### src/rtl/tsum_pkg.sv
package tsum_pkg;

    // Sequencer phases of one summation job
    typedef enum logic [1:0] {
        PH_IDLE   = 2'd0,
        PH_REDUCE = 2'd1,
        PH_STORE  = 2'd2
    } phase_e;

endpackage

### src/rtl/tsum_sequencer.sv
module tsum_sequencer
    import tsum_pkg::*;
#(
    parameter int N     = 8,
    parameter int LOG_N = $clog2(N),
    parameter int RND_W = $clog2(LOG_N + 1)
) (
    input  logic         clk,
    input  logic         rst_n,
    input  logic         start_i,
    output logic         load_o,
    output logic [N-1:0] lane_en_o,
    output logic         store_o,
    output logic         busy_o
);

    localparam logic [RND_W-1:0] LAST_RND = RND_W'(LOG_N);
    localparam logic [RND_W-1:0] FIRST_RND = RND_W'(1);

    typedef struct packed {
        phase_e            phase;
        logic [RND_W-1:0]  round;
    } seq_t;

    seq_t seq_d, seq_q;

    always_comb begin
        seq_d   = seq_q;
        load_o  = 1'b0;
        store_o = 1'b0;
        unique case (seq_q.phase)
            PH_IDLE: begin
                if (start_i) begin
                    load_o      = 1'b1;
                    seq_d.phase = PH_REDUCE;
                    seq_d.round = FIRST_RND;
                end
            end
            PH_REDUCE: begin
                if (seq_q.round == LAST_RND) begin
                    seq_d.phase = PH_STORE;
                end else begin
                    seq_d.round = seq_q.round + FIRST_RND;
                end
            end
            PH_STORE: begin
                store_o     = 1'b1;
                seq_d.phase = PH_IDLE;
                seq_d.round = '0;
            end
            default: begin
                seq_d.phase = PH_IDLE;
                seq_d.round = '0;
            end
        endcase
    end

    // Lane j works in round h only when j < N / 2^h
    always_comb begin
        for (int j = 0; j < N; j++) begin
            lane_en_o[j] = (seq_q.phase == PH_REDUCE) && (j < (N >> seq_q.round));
        end
    end

    assign busy_o = (seq_q.phase != PH_IDLE);

    always_ff @(posedge clk) begin
        if (!rst_n) begin
            seq_q <= '{phase: PH_IDLE, round: '0};
        end else begin
            seq_q <= seq_d;
        end
    end

endmodule

### src/rtl/tsum_lane.sv
module tsum_lane #(
    parameter int DATA_W = 16,
    parameter int ACC_W  = 19
) (
    input  logic              clk,
    input  logic              rst_n,
    input  logic              load_i,
    input  logic              add_i,
    input  logic [DATA_W-1:0] word_i,
    input  logic [ACC_W-1:0]  left_i,
    input  logic [ACC_W-1:0]  right_i,
    output logic [ACC_W-1:0]  slot_o
);

    localparam int PAD_W = ACC_W - DATA_W;

    logic [ACC_W-1:0] slot_d, slot_q;

    always_comb begin
        slot_d = slot_q;
        if (load_i) begin
            slot_d = {{PAD_W{1'b0}}, word_i};
        end else if (add_i) begin
            slot_d = left_i + right_i;
        end
    end

    always_ff @(posedge clk) begin
        if (!rst_n) begin
            slot_q <= '0;
        end else begin
            slot_q <= slot_d;
        end
    end

    assign slot_o = slot_q;

endmodule

### src/rtl/tsum_store.sv
module tsum_store #(
    parameter int ACC_W = 19
) (
    input  logic             clk,
    input  logic             rst_n,
    input  logic             store_i,
    input  logic [ACC_W-1:0] head_i,
    output logic [ACC_W-1:0] total_o,
    output logic             done_o
);

    typedef struct packed {
        logic [ACC_W-1:0] total;
        logic             done;
    } out_t;

    out_t out_d, out_q;

    always_comb begin
        out_d      = out_q;
        out_d.done = 1'b0;
        if (store_i) begin
            out_d.total = head_i;
            out_d.done  = 1'b1;
        end
    end

    always_ff @(posedge clk) begin
        if (!rst_n) begin
            out_q <= '0;
        end else begin
            out_q <= out_d;
        end
    end

    assign total_o = out_q.total;
    assign done_o  = out_q.done;

endmodule

### src/rtl/tree_sum_engine.sv
module tree_sum_engine #(
    parameter int N      = 8,
    parameter int DATA_W = 16,
    parameter int LOG_N  = $clog2(N),
    parameter int ACC_W  = DATA_W + LOG_N
) (
    input  logic                clk,
    input  logic                rst_n,
    input  logic                start_i,
    input  logic [N*DATA_W-1:0] vec_i,
    output logic                busy_o,
    output logic                done_o,
    output logic [ACC_W-1:0]    total_o
);

    logic             load;
    logic             store;
    logic [N-1:0]     lane_en;
    logic [ACC_W-1:0] slot [N];

    tsum_sequencer #(
        .N     (N),
        .LOG_N (LOG_N)
    ) u_seq (
        .clk       (clk),
        .rst_n     (rst_n),
        .start_i   (start_i),
        .load_o    (load),
        .lane_en_o (lane_en),
        .store_o   (store),
        .busy_o    (busy_o)
    );

    for (genvar j = 0; j < N; j++) begin : g_lane
        logic [ACC_W-1:0] left, right;
        if (2*j + 1 < N) begin : g_pair
            assign left  = slot[2*j];
            assign right = slot[2*j+1];
        end else begin : g_idle
            assign left  = '0;
            assign right = '0;
        end

        tsum_lane #(
            .DATA_W (DATA_W),
            .ACC_W  (ACC_W)
        ) u_lane (
            .clk     (clk),
            .rst_n   (rst_n),
            .load_i  (load),
            .add_i   (lane_en[j]),
            .word_i  (vec_i[j*DATA_W +: DATA_W]),
            .left_i  (left),
            .right_i (right),
            .slot_o  (slot[j])
        );
    end

    tsum_store #(
        .ACC_W (ACC_W)
    ) u_store (
        .clk     (clk),
        .rst_n   (rst_n),
        .store_i (store),
        .head_i  (slot[0]),
        .total_o (total_o),
        .done_o  (done_o)
    );

endmodule

### config.mk
export PLATFORM = sky130hd
export DESIGN_NAME = tree_sum_engine
export DESIGN_NICKNAME = d
export VERILOG_FILES = /design/src/rtl/tsum_pkg.sv /design/src/rtl/tsum_sequencer.sv /design/src/rtl/tsum_lane.sv /design/src/rtl/tsum_store.sv /design/src/rtl/tree_sum_engine.sv
export SDC_FILE = /design/constraint.sdc
export NUM_CORES = 1
export LEC_CHECK = 0
export BUFFER_PORTS_ARGS = -buffer_cell sky130_fd_sc_hd__buf_2
export CELL_PAD_IN_SITES_DETAIL_PLACEMENT = 0
export CELL_PAD_IN_SITES_GLOBAL_PLACEMENT = 2
export CORE_MARGIN = 2
export CORE_UTILIZATION = 36
export DETAILED_ROUTE_END_ITERATION = 8
export GPL_TIMING_DRIVEN = 0
export PLACE_DENSITY = 0.93
export SYNTH_ARGS = -nofsm -noshare
export SYNTH_HDL_FRONTEND = slang
export SYNTH_SLANG_ARGS = --single-unit
### constraint.sdc
create_clock -name clk -period 4.7 [get_ports clk]
set_clock_uncertainty 0.15 [all_clocks]
set_input_delay 0.705 -clock clk [delete_from_list [all_inputs] [get_ports clk]]
set_output_delay 0.705 -clock clk [all_outputs]
set_load 0.01 [all_outputs]
Yosys cells after proc, flatten, opt, wreduce, memory -nomap -nowiden
Index checks and enable logic that the tools add are counted.
Storage, ports and cells
  input port bits: 131
  word-level logic and storage cells: 82
  output and inout port bits: 21
  bits in registers: 160
Cells by class
  shift operators: 1
  reductions and logical operators: 21
  order comparisons: 8
  equal/unequal tests: 6
  bitwise logic cells: 1
  add/subtract/negate cells: 5
  multiplexer cells: 24
Operator list (number)
  2-to-1 mux 16 bit: 16
  < comparator 4 x 32 -> 1 bit (first input constant): 4
  < comparator 3 x 32 -> 1 bit (first input constant): 2
  adder 16 x 16 -> 17 bit: 2
  < comparator 1 x 32 -> 1 bit (first input constant): 1
  < comparator 2 x 32 -> 1 bit (first input constant): 1
  right shift 4 x 2 -> 32 bit (first input constant): 1
  adder 19 bit: 1
  adder 17 x 17 -> 18 bit: 1
  nonzero test 2 bit: 9
  logical AND 1 bit: 8
  one-hot mux 4 bit (2 select lines): 1
  equality test 2 bit (second input constant): 2
  2-to-1 mux 1 bit: 4
  2-to-1 mux 2 bit: 2
  2-to-1 mux 4 bit: 1
  != test 2 bit (second input constant): 2
  AND reduction 2 bit: 2
  adder 2 x 1 -> 2 bit (second input constant): 1
  equality test 2 x 1 -> 1 bit (second input constant): 1
  zero test 2 bit: 1
  != test 2 x 1 -> 1 bit (second input constant): 1
  OR reduction 2 bit: 1
  inverter 1 bit: 1

Longest topological paths before layout
Gate-level depths: netlist (run 1).
  depth after elaboration: 5
  depth in mapped cells: 10
  gate-level depth less buffers: 10

By module
From an unflattened synthesis (run 1), not the netlist that was laid out.
Second synthesis, totals
  cells, all modules: 1805
  area total of the unflattened synthesis: 14537.7 um^2
By module, submodules not included
  tsum_lane (g_lane[0].u_lane ...): cells an instance 216, instances 6, sequential area each 380.4 um^2, area an instance 1700.4 um^2
  tsum_lane (g_lane[5].u_lane): cells an instance 209, instances 1, sequential area each 380.4 um^2, area an instance 1685.4 um^2
  tsum_lane (g_lane[7].u_lane): cells an instance 198, instances 1, sequential area each 380.4 um^2, area an instance 1594.0 um^2
  tsum_store: cells an instance 63, instances 1, sequential area each 400.4 um^2, area an instance 745.7 um^2
  tsum_sequencer: cells an instance 38, instances 1, sequential area each 80.1 um^2, area an instance 306.5 um^2
  tree_sum_engine: cells an instance 1, instances 1, sequential area each 0.0 um^2, area an instance 3.8 um^2

Least setup slack after synthesis (run 1)
Ideal clock, no wire load.
  kind: reg-to-reg
  start: register g_lane[4].u_lane.slot_q[0]
  end: register g_lane[2].u_lane.slot_q[14]
  library setup time: 122 ps
  path buffers: 0
  slack: 2238 ps
  data required time: 4428 ps
  period minus slack after synthesis: 2462 ps
  stages on the path, launching flop included: 10
  data arrival time: 2190 ps
  path through: dfxtp_1 > ha_1 > fa_1 > a21oi_1 > or3_1 > o2111ai_1 > o211a_1 > a2111oi_1 > xor2_1 > a21oi_1
On the way
  cells in the longest elaborated chain, start to end: 3
Ends and longest elaborated chain
  start, declared: line tsum_lane.sv:17  | logic [ACC_W-1:0] slot_d, slot_q;
  start signal, assigned: line tsum_lane.sv:32  | slot_q <= slot_d;
  adder 16 x 16 -> 17 bit: line tsum_lane.sv:24  | slot_d = left_i + right_i;
  2-to-1 mux 16 bit: line tsum_lane.sv:23  | end else if (add_i) begin
  2-to-1 mux 16 bit: line tsum_lane.sv:21  | if (load_i) begin
  end signal, assigned: line tsum_lane.sv:32
  end, declared: line tsum_lane.sv:17
No other way between the ends. The select of a mux whose other input is x is not followed.
A chain may end at the register's enable or synchronous reset.

Worst setup path in the final report (run 1)
  start: register g_lane[0].u_lane.slot_q[0]
  end: register g_lane[0].u_lane.slot_q[18]
On the way
  cells in the longest elaborated chain, start to end: 1
Ends and longest elaborated chain (line)
  start, declared: tsum_lane.sv:17
  start signal, assigned: tsum_lane.sv:32
  adder 19 bit: tsum_lane.sv:24
No other way between the ends.

==> impl_metrics.yaml, run 1 <==
drt:
  postRouteAntennaNets: 0
  vias: 8350
  wire_per_inst_um: 18.3
  drc: 0
  wirelength_um: 28300
  avgViaCountPerCell: 5.41
  drtIter0Drc: 549
  drt_pass1_iterations: 5
pwr:
  power.density_nw_per_um2: 349
  clkPwrFrac_pct: 38.4
  intPower_mw: 2.53
  totalPowerFinal_mw: 3.66
  ir_worst_vdd_uv: 200
  p_leak_nw: 4.50
  combPwrFrac_pct: 20.2
  p_sw_mw: 1.13
  sequentialPowerShare_pct: 41.4
  p_sw_share_pct: 31.0
worst_setup_path:
  cpPeakStageDelay_ps: 410
  crit_chain: "ha_1 -> inv_1 -> fa_1 -> nor2b_1 -> o31ai_1 -> a31oi_1 -> a221o_1 -> a221oi_2 -> or3_1 -> a21oi_1"
  cp.arrival_ps: 3000
  crit_path_end_kind: "flip-flop"
  timing.rr.start: "g_lane[0].u_lane.slot_o[0]"
  path_buf_inv: 1
  crit_required_ps: 4910
  cpMaxStageDelayCell: "fa_1"
  path_delay_family: "compound AO/OA/AOI/OAI gates"
  start_kind: "flip-flop"
  worstPathMaxFanout: 3
  r2r_slack_ps: 1920
  critPathLaunch: "g_lane[0].u_lane.slot_o[0]"
  worstSetupPathType: "flip-flop to flip-flop"
place:
  place_ws_ps: 1850
  place_congestion: 0.856
  place_area_sq_um: 9880
  portBuffers: 150
  dp_cells: 1510
  dp.final_hpwl_um: 22200
sta:
  setup_violations: 0
  tightest_slew_ps: 787
  period_share_pct: 59.2
  fin_ws_ps: 1920
  holdWs_ps: 300
  fin_crit_ps: 2780
  tns_ps: 0
  worst_slew_margin_rel_pct: 47.5
  final_hold_viol_count: 0
  fmax_mhz: 359
  rsz0062_at_grt: "no"
  drv_slew: 0
layout:
  final_cells: 1543
  multi_input_area_sq_um: 5230
  final_nets: 1416
  drive_gt1_share_pct: 16.3
  area_growth_pct: 19.9
  final_util_pct: 44.3
  ff_latch_area_sq_um: 3180
  final_area_sq_um: 10500
  num-fill-cells: 2454
grt:
  grt.overflow.total: 0
  antenna_found_initial: 2
  grt_max_degree: 17
  grt_pass1_vias: 7967
  grt_use_total_pct: 21.9
  grt_pass1_wl_um: 43700
synth:
  async_flop_share_pct: 0
  synth_flop_cell: "dfxtp_1"
  synth_nets: 1247
  synth.avg_cell_area_sq_um: 8.39
  synth.distinct_cells: 63
  seq_area_frac_synth_pct: 36.5
  synth-edff-count: 0
  syn_inst: 1041
  syn_area_sq_um: 8730
  synth_warnings: 0
  synth_seq_cells: 159
outcome:
  status: "finished clean"
floorplanning:
  fp.dieW_um: 160
  die_y_um: 160
  start_util_pct: 37.0
  die-area_sq_um: 25500
  row_count: 56
  core_area_sq_um: 23600
  io_pins: 152
run:
  cap_violations: 0
clocking:
  holdBufCountCts: 0
  cts_buffer_depth: 2
  cts-root-buf: "clkbuf_16"
  cts-resized-gates: 0
  clk_pin_slew_ps: 70
  post_cts_buffers: 0
  clk-insertion-delay-late_ps: 430
  cts_tree: "yes"
  clock-sinks: 159
  htree_num_levels: 4
  cts-buffers-inserted: 17
worst_hold_path:
  min-delay-start: "u_store.total_o[9]"
  hp-class: "flip-flop to flip-flop"
==> layout make-up <==
cell class	instances	area share, %
Antenna cell	1	0.0239
Buffer	59	2.21
Clock buffer	17	4.06
Clock inverter	15	1.54
Inverter	22	0.789
Multi-Input combinational cell	801	50.0
Sequential cell	159	30.4
Tap cell	319	3.81
Timing Repair Buffer	150	7.17
==> cell families after synthesis <==
family,Yosys count,share of synthesized area [%]
AOI/OAI and AO/OA,370,27.9
buffers and inverters,81,3.60
DFF,159,36.5
muxes,8,0.917
and+or+nand+nor,296,14.8
xor gates and xnor gates,52,5.22
adders and majority gates,75,11.1
==> metal layers <==
layer,vias up,global-route usage (%),part of all wire [%]
met2,252,35.4,45
met3,38,4.03,5.5
li1,4192,-,-
met1,3866,29.2,47
met5,-,0,0.046
met4,2,7.40,2.3
==> cell usage after synthesis, drive strengths merged (5+ instances only) <==
cell type / instances / area, sq um
a31oi: 11 / 75.1
mux2i: 8 / 80.1
nand2: 98 / 368
o221ai: 17 / 149
o21ai: 51 / 255
a22oi: 79 / 593
clkbuf: 48 / 180
xor2: 25 / 219
o211ai: 9 / 67.6
nor2b: 8 / 50.1
nand4: 9 / 56.3
a21o: 20 / 150
and2: 5 / 31.3
inv: 22 / 82.6
or3: 5 / 36.3
a211oi: 16 / 120
a21oi: 108 / 541
o2111ai: 5 / 43.8
buf: 11 / 51.3
nand3: 15 / 75.1
ha: 71 / 888
xnor2: 27 / 236
o22ai: 13 / 81.3
dfxtp: 159 / 3180
o21a: 7 / 52.6
nor3: 13 / 65.1
a311oi: 9 / 78.8
nor2: 120 / 450
nand2b: 8 / 50.1
==> power groups by stage <==
stage / Combinational, mW / Clock, mW / Sequential [mW]
final: 0.738 / 1.40 / 1.52
after global routing: 0.817 / 1.48 / 1.53
after CTS: 0.735 / 1.42 / 1.52
after detailed placement: 0.729 / 0 / 1.55
after global placement: 0.724 / 0 / 1.54
after floorplan: 0.510 / 0 / 1.51
==> sequential cells by signal, summed over array words and instances, names as in the netlist <==
| signal | cells |
|---|---|
| g_lane.u_lane.slot_o | 135 |
| u_store.total_o | 19 |
| u_seq.seq_q | 4 |
| u_store.done_o | 1 |
==> cell usage in the layout, fill, tap and decap left out, drive strengths merged, types with 7 or more instances in the layout <==
| cell type | n |
|---|---|
| a311oi | 9 |
| o211ai | 9 |
| o21ai | 51 |
| clkbuf | 65 |
| a31oi | 11 |
| a21oi | 108 |
| xnor2 | 27 |
| mux2i | 8 |
| nand3 | 15 |
| clkinv | 7 |
| a211oi | 16 |
| dfxtp | 159 |
| ha | 71 |
| o221ai | 17 |
| nand4 | 9 |
| a21o | 20 |
| a22oi | 79 |
| buf | 161 |
| o21a | 7 |
| o22ai | 13 |
| inv | 26 |
| nand2b | 8 |
| nand2 | 98 |
| xor2 | 25 |
| nor2b | 8 |
| nor3 | 13 |
| nor2 | 120 |
==> worst reg2reg max path, cell delays in order (launching register included) <==
cell and delay, ps:
dfxtp_1 350, ha_1 180, inv_1 60, fa_1 410
nor2b_1 180, o31ai_1 140, a31oi_1 390, a221o_1 320
a221oi_2 100, or3_1 320, a21oi_1 130
==> final timing paths <==
check / end / cells past startpoint
worst max-delay path: g_lane[0].u_lane.slot_o[18] / 10
worst min-delay path: u_store.total_o[9] / 2
worst min register to register: u_store.total_o[9] / 2
worst max register to register: g_lane[0].u_lane.slot_o[18] / 10
No activity file was read; power rests on OpenSTA's default activity.
==> run 2, diff against run 1 <==
--- a/config.mk
+++ b/config.mk
@@ -9,10 +9,10 @@
 export CELL_PAD_IN_SITES_DETAIL_PLACEMENT = 0
 export CELL_PAD_IN_SITES_GLOBAL_PLACEMENT = 2
 export CORE_MARGIN = 2
-export CORE_UTILIZATION = 36
+export CORE_UTILIZATION = 30
 export DETAILED_ROUTE_END_ITERATION = 8
 export GPL_TIMING_DRIVEN = 0
-export PLACE_DENSITY = 0.93
+export PLACE_DENSITY = 0.84
 export SYNTH_ARGS = -nofsm -noshare
 export SYNTH_HDL_FRONTEND = slang
 export SYNTH_SLANG_ARGS = --single-unit
==> constraint.sdc (replaced) <==
create_clock -name clk -period 2.4 [get_ports clk]
set_clock_uncertainty 0.15 [all_clocks]
set_input_delay 0.36 -clock clk [delete_from_list [all_inputs] [get_ports clk]]
set_output_delay 0.36 -clock clk [all_outputs]
set_load 0.01 [all_outputs]
==> run 2 against run 1 <==
Total power increased by 110%. Clock-buffer cell count unchanged. Largest power group unchanged. Register-to-register slack got worse by 1900 ps. Worst setup slack got worse by 1900 ps. Flip-flop and latch count unchanged. Highest routed layer unchanged. Non-clock buffer count increased by 46. Combinational power increased by 120%. Clock power increased by 110%.
==> impl_metrics.yaml, run 2 (synthesis gave the netlist of run 1 again) <==
sta:
  fin_crit_ps: 2390
  worst_slew_margin_rel_pct: 44.4
  fmax_mhz: 419
  setup_violations: 0
  rsz0062_at_grt: "yes"
  drv_slew: 0
  final_hold_viol_count: 0
  tightest_slew_ps: 833
  fin_ws_ps: 10.6
  period_share_pct: 99.6
drt:
  drt_pass1_iterations: 5
  postRouteAntennaNets: 0
  wirelength_um: 30600
  drc: 0
  wire_per_inst_um: 18.5
  drtIter0Drc: 527
  avgViaCountPerCell: 5.20
  vias: 8593
worst_setup_path:
  timing.rr.start: "g_lane[1].u_lane.slot_o[7]"
  worstSetupPathType: "flip-flop to flip-flop"
  start_kind: "flip-flop"
  r2r_end: "g_lane[0].u_lane.slot_o[18]"
  worstPathMaxFanout: 3
  r2r_slack_ps: 10
  worst-r2r-cell-count: 7
  crit_path_end_kind: "flip-flop"
  crit_required_ps: 2580
  cp.arrival_ps: 2570
worst_hold_path:
  hp-class: "input port to flip-flop"
  hold_depth: 3
  worstHoldEndpoint: "g_lane[6].u_lane.slot_o[13]"
  min-delay-start: "vec_i[109]"
clocking:
  clock-sinks: 159
  cts-buffers-inserted: 17
  cts-root-buf: "clkbuf_16"
  clk-insertion-delay-late_ps: 440
  cts_tree: "yes"
  cts_buffer_depth: 2
  clk_pin_slew_ps: 70
  htree_num_levels: 4
layout:
  final_cell_mix: "buf_2 (159), dfxtp_1 (137), nor2_1 (119), a21oi_1 (98), nand2_1 (97)"
  antennaDiodeCount: 0
  final_common_cell: "buf_2"
  drive_gt1_share_pct: 25.2
  final_nets: 1462
  area_growth_pct: 32.4
  final_cells: 1653
  largest_reg_flops: 135
  final_util_pct: 40.3
place:
  dp_cells: 1575
  dp.final_hpwl_um: 23200
  place_ws_ps: -394
  place_congestion: 0.866
  portBuffers: 150
floorplanning:
  start_util_pct: 30.4
  die-area_sq_um: 30500
  core_area_sq_um: 28700
  row_count: 62
  io_pins: 152
  die_y_um: 175
  fp.dieW_um: 175
pwr:
  totalPowerFinal_mw: 7.57
  power.density_nw_per_um2: 655
  p_leak_nw: 4.91
  ir_worst_vdd_uv: 398
outcome:
  status: "finished clean"
grt:
  grt_pass1_wl_um: 46400
  grt.overflow.total: 0
  grt_use_total_pct: 19.8
  grt_pass1_vias: 8001
  grt_max_degree: 17
  antenna_found_initial: 2
run:
  cap_violations: 0
==> run 2: changes by cell type in the layout (fill, tap and decap cells not counted), sizes merged <==
| cell | before | now |
|---|---|---|
| dlygate4sd3 | 0 | 29 |
| bufinv | 2 | 3 |
| clkbuf | 65 | 63 |
| clkinvlp | 2 | 1 |
| buf | 161 | 180 |
| diode | 1 | 0 |
| inv | 26 | 29 |
| clkinv | 7 | 4 |
==> run 2: timing repair <==
item	in CTS	in global routing
hold buffers	29	0
pin swaps	29	36
resized for setup	65	70
hold endpoints to repair	29	0
setup buffers	8	13
setup endpoints to repair	116	104
==> run 2: worst max path at each step <==
stage,startpoint,end,cells after the start
2_1_floorplan,g_lane[4].u_lane.slot_o[0],g_lane[2].u_lane.slot_o[14],9
3_5_place_dp,g_lane[0].u_lane.slot_o[0],g_lane[0].u_lane.slot_o[18],10
3_3_place_gp,g_lane[0].u_lane.slot_o[0],g_lane[0].u_lane.slot_o[18],10
4_1_cts,g_lane[0].u_lane.slot_o[0],g_lane[0].u_lane.slot_o[16],10
5_1_grt,g_lane[5].u_lane.slot_o[0],g_lane[2].u_lane.slot_o[14],9
6_report,g_lane[1].u_lane.slot_o[7],g_lane[0].u_lane.slot_o[18],7
==> run 2: through the flow <==
| stage | TNS (ps) | hold WS (ps) | cell area (sq um) |
|---|---|---|---|
| final | 0 | 7.66 | 11600 |
| after global routing | -343 | 3.57 | 11600 |
| after CTS | -119 | 0.209 | 11300 |
| after detailed placement | -20560 | 294 | 9970 |
| after global placement | -17890 | 292 | 9970 |
| after floorplan | 0 | 289 | 8740 |
==> run 2: critical path, cell delays in order, from the launching register on <==
cell and delay (ps):
dfxtp_1 390, ha_2 340, a2111oi_4 400, a31oi_4 150, a221o_1 380, a221oi_2 290
or3_1 140, a21oi_1 50
==> run 2: cell type report <==
type,instances,area (sq um)
inverters,22,82.6
plain buffers,56,250
fillers,3004,17100
clock buffers,17,425
multi-input cells,801,5710
clock inverters,15,198
repair buffers,199,1190
well taps,384,480
flip-flops and latches,159,3220
==> run 2: power breakdown <==
group | leakage (nW) | switching [mW] | internal, mW | total, mW
logic | 3.29 | 0.937 | 0.701 | 1.64
registers | 1.31 | 0.168 | 2.83 | 3.00
clock network | 0.305 | 1.26 | 1.67 | 2.94
==> run 2: per-layer routing <==
layer	GRT usage, %	part of all wire, %
met4	4.51	1.2
met2	32.0	46
met5	0	0.043
met1	27.8	48
met3	3.29	4.8
==> run 3, diff against run 2 <==
--- a/config.mk
+++ b/config.mk
@@ -11,7 +11,7 @@
 export CORE_MARGIN = 2
 export CORE_UTILIZATION = 30
 export DETAILED_ROUTE_END_ITERATION = 8
-export GPL_TIMING_DRIVEN = 0
+export MAX_ROUTING_LAYER = met4
 export PLACE_DENSITY = 0.84
 export SYNTH_ARGS = -nofsm -noshare
 export SYNTH_HDL_FRONTEND = slang
==> run 3 against run 2 <==
First-iteration DRC count shrank 0.95%. Register-to-register slack gained 20 ps. Sequential share of layout area decreased by 0.84 points. Hold slack worse by 2.3 ps. Combinational power increased by 4%. Global-route usage is 1.6 points lower. Cell area grew 2.5%. Maximum frequency is 0.92% higher. Clock power down 1%. Critical path type unchanged. Critical endpoint is now g_lane[2].u_lane.slot_o[12].
==> impl_metrics.yaml, run 3 (synthesis gave the netlist of run 1 again) <==
clocking:
  cts-root-buf: "clkbuf_16"
  cts_buffer_depth: 2
  clk-insertion-delay-late_ps: 450
  cts_tree: "yes"
  htree_num_levels: 4
  cts-buffers-inserted: 17
  clock-sinks: 159
  clk_pin_slew_ps: 70
layout:
  largest_reg_flops: 135
  final_util_pct: 41.3
  final_area_sq_um: 11800
  final_common_cell: "buf_2"
  final_cells: 1684
  area_growth_pct: 35.7
  drive_gt1_share_pct: 27.0
  final_nets: 1484
  final_cell_mix: "buf_2 (151), dfxtp_1 (144), nor2_1 (120), a21oi_1 (96), nand2_1 (95)"
sta:
  setup_violations: 0
  worst_slew_margin_rel_pct: 60.8
  final_hold_viol_count: 0
  drv_slew: 0
  fmax_mhz: 422
  fin_crit_ps: 2370
  holdWs_ps: 5.37
  tightest_slew_ps: 573
  rsz0062_at_grt: "yes"
  period_share_pct: 98.7
worst_setup_path:
  start_kind: "flip-flop"
  crit_required_ps: 2570
  critPathLaunch: "g_lane[4].u_lane.slot_o[0]"
  crit_cells: 8
  cpMaxStageDelayCell: "or4_4"
  path_delay_family: "compound AO/OA/AOI/OAI gates"
  worstPathMaxFanout: 2
  cp.arrival_ps: 2540
  r2r_slack_ps: 30
  path_buf_inv: 0
  worst-r2r-cell-count: 8
  crit_path_end_kind: "flip-flop"
  cpPeakStageDelay_ps: 420
  timing.rr.start: "g_lane[4].u_lane.slot_o[0]"
  crit_chain: "ha_4 -> fa_2 -> a21oi_2 -> or3_1 -> o2111ai_2 -> a21o_1 -> or4_4 -> o2bb2ai_2"
  worstSetupPathType: "flip-flop to flip-flop"
  r2r_end: "g_lane[2].u_lane.slot_o[12]"
place:
  dp.final_hpwl_um: 19900
  place_area_sq_um: 10300
  place_congestion: 0.891
  portBuffers: 151
  dp_cells: 1592
grt:
  grt_pass1_vias: 8136
  grtUsageMet3_pct: 3.76
  grt_max_degree: 124
  use_met1_pct: 23.7
  gr-usage-met2_pct: 28.3
  grt_pass1_wl_um: 43000
  grt.busiest_layer: "met2"
  grt.overflow.total: 0
  grt_use_total_pct: 18.2
  antenna_found_initial: 7
pwr:
  power.density_nw_per_um2: 640
  ir_worst_vdd_uv: 468
  p_leak_nw: 5.06
floorplanning:
  fp.dieW_um: 175
  io_pins: 152
  start_util_pct: 30.4
  die-area_sq_um: 30500
  core_area_sq_um: 28700
  row_count: 62
  die_y_um: 175
worst_hold_path:
  hold_depth: 3
  hp-class: "input port to flip-flop"
  min-delay-start: "vec_i[94]"
  worstHoldEndpoint: "g_lane[5].u_lane.slot_o[14]"
drt:
  wire_per_inst_um: 16.2
  postRouteAntennaNets: 0
  avgViaCountPerCell: 5.04
  drtIter0Drc: 522
  wirelength_um: 27300
  vias: 8482
  drt_pass1_iterations: 5
  drc: 0
run:
  cap_violations: 0
outcome:
  status: "finished clean"
[run 3: metal layers]
layer / wire [um] / vias to the layer above
met4: 557 / 0
met2: 12000 / 224
met5: 0 / -
li1: - / 4330
met3: 1590 / 36
met1: 13200 / 3892
[run 3: metrics by stage]
step / worst slack [ps] / TNS (ps) / total power, mW
global placement: -141 / -324 / 4.54
floorplan: 9.70 / 0 / 3.96
detailed placement: -177 / -586 / 4.55
finish: 32.3 / 0 / 7.58
global route: -56.2 / -135 / 7.93
CTS: -16.8 / -23.7 / 7.52
[run 3: final cells by class]
type / instances / area [sq um]
clock buffers: 19 / 453
multi-input cells: 801 / 5600
inverters: 22 / 83.8
diodes: 9 / 22.5
clock inverters: 13 / 171
flip-flops and latches: 159 / 3200
repair buffers: 277 / 1840
fillers: 2939 / 16900
well taps: 384 / 480
[run 3: worst max-delay path by stage]
stage                                              to  slack (ps)
after floorplan           g_lane[2].u_lane.slot_o[14]          10
after global placement    g_lane[2].u_lane.slot_o[14]        -140
after detailed placement  g_lane[2].u_lane.slot_o[14]        -180
after CTS                 g_lane[3].u_lane.slot_o[12]         -20
after global routing      g_lane[2].u_lane.slot_o[12]         -60
final                     g_lane[2].u_lane.slot_o[12]          30
[run 3: power breakdown]
part	leakage [nW]	switching, mW	internal (mW)
sequential	1.31	0.150	2.83
combinational	3.44	0.913	0.787
clock	0.308	1.27	1.64
total	5.06	2.33	5.25
[run 3: repair_timing]
| action | 4_1_cts | 5_1_grt |
|---|---|---|
| setup endpoints to repair | 12 | 25 |
| endpoints found under the hold margin | 39 | 0 |
| hold buffers | 39 | 0 |
| pin swaps | 20 | 31 |
| gates resized for setup | 25 | 51 |
| setup buffers | 3 | 10 |
[run 3: worst register-to-register path, cell delays in order, from the launching register on]
cell       delay [ps]
dfxtp_2           340
ha_4              160
fa_2              380
a21oi_2           170
or3_1             140
o2111ai_2         150
a21o_1            220
or4_4             420
o2bb2ai_2         130
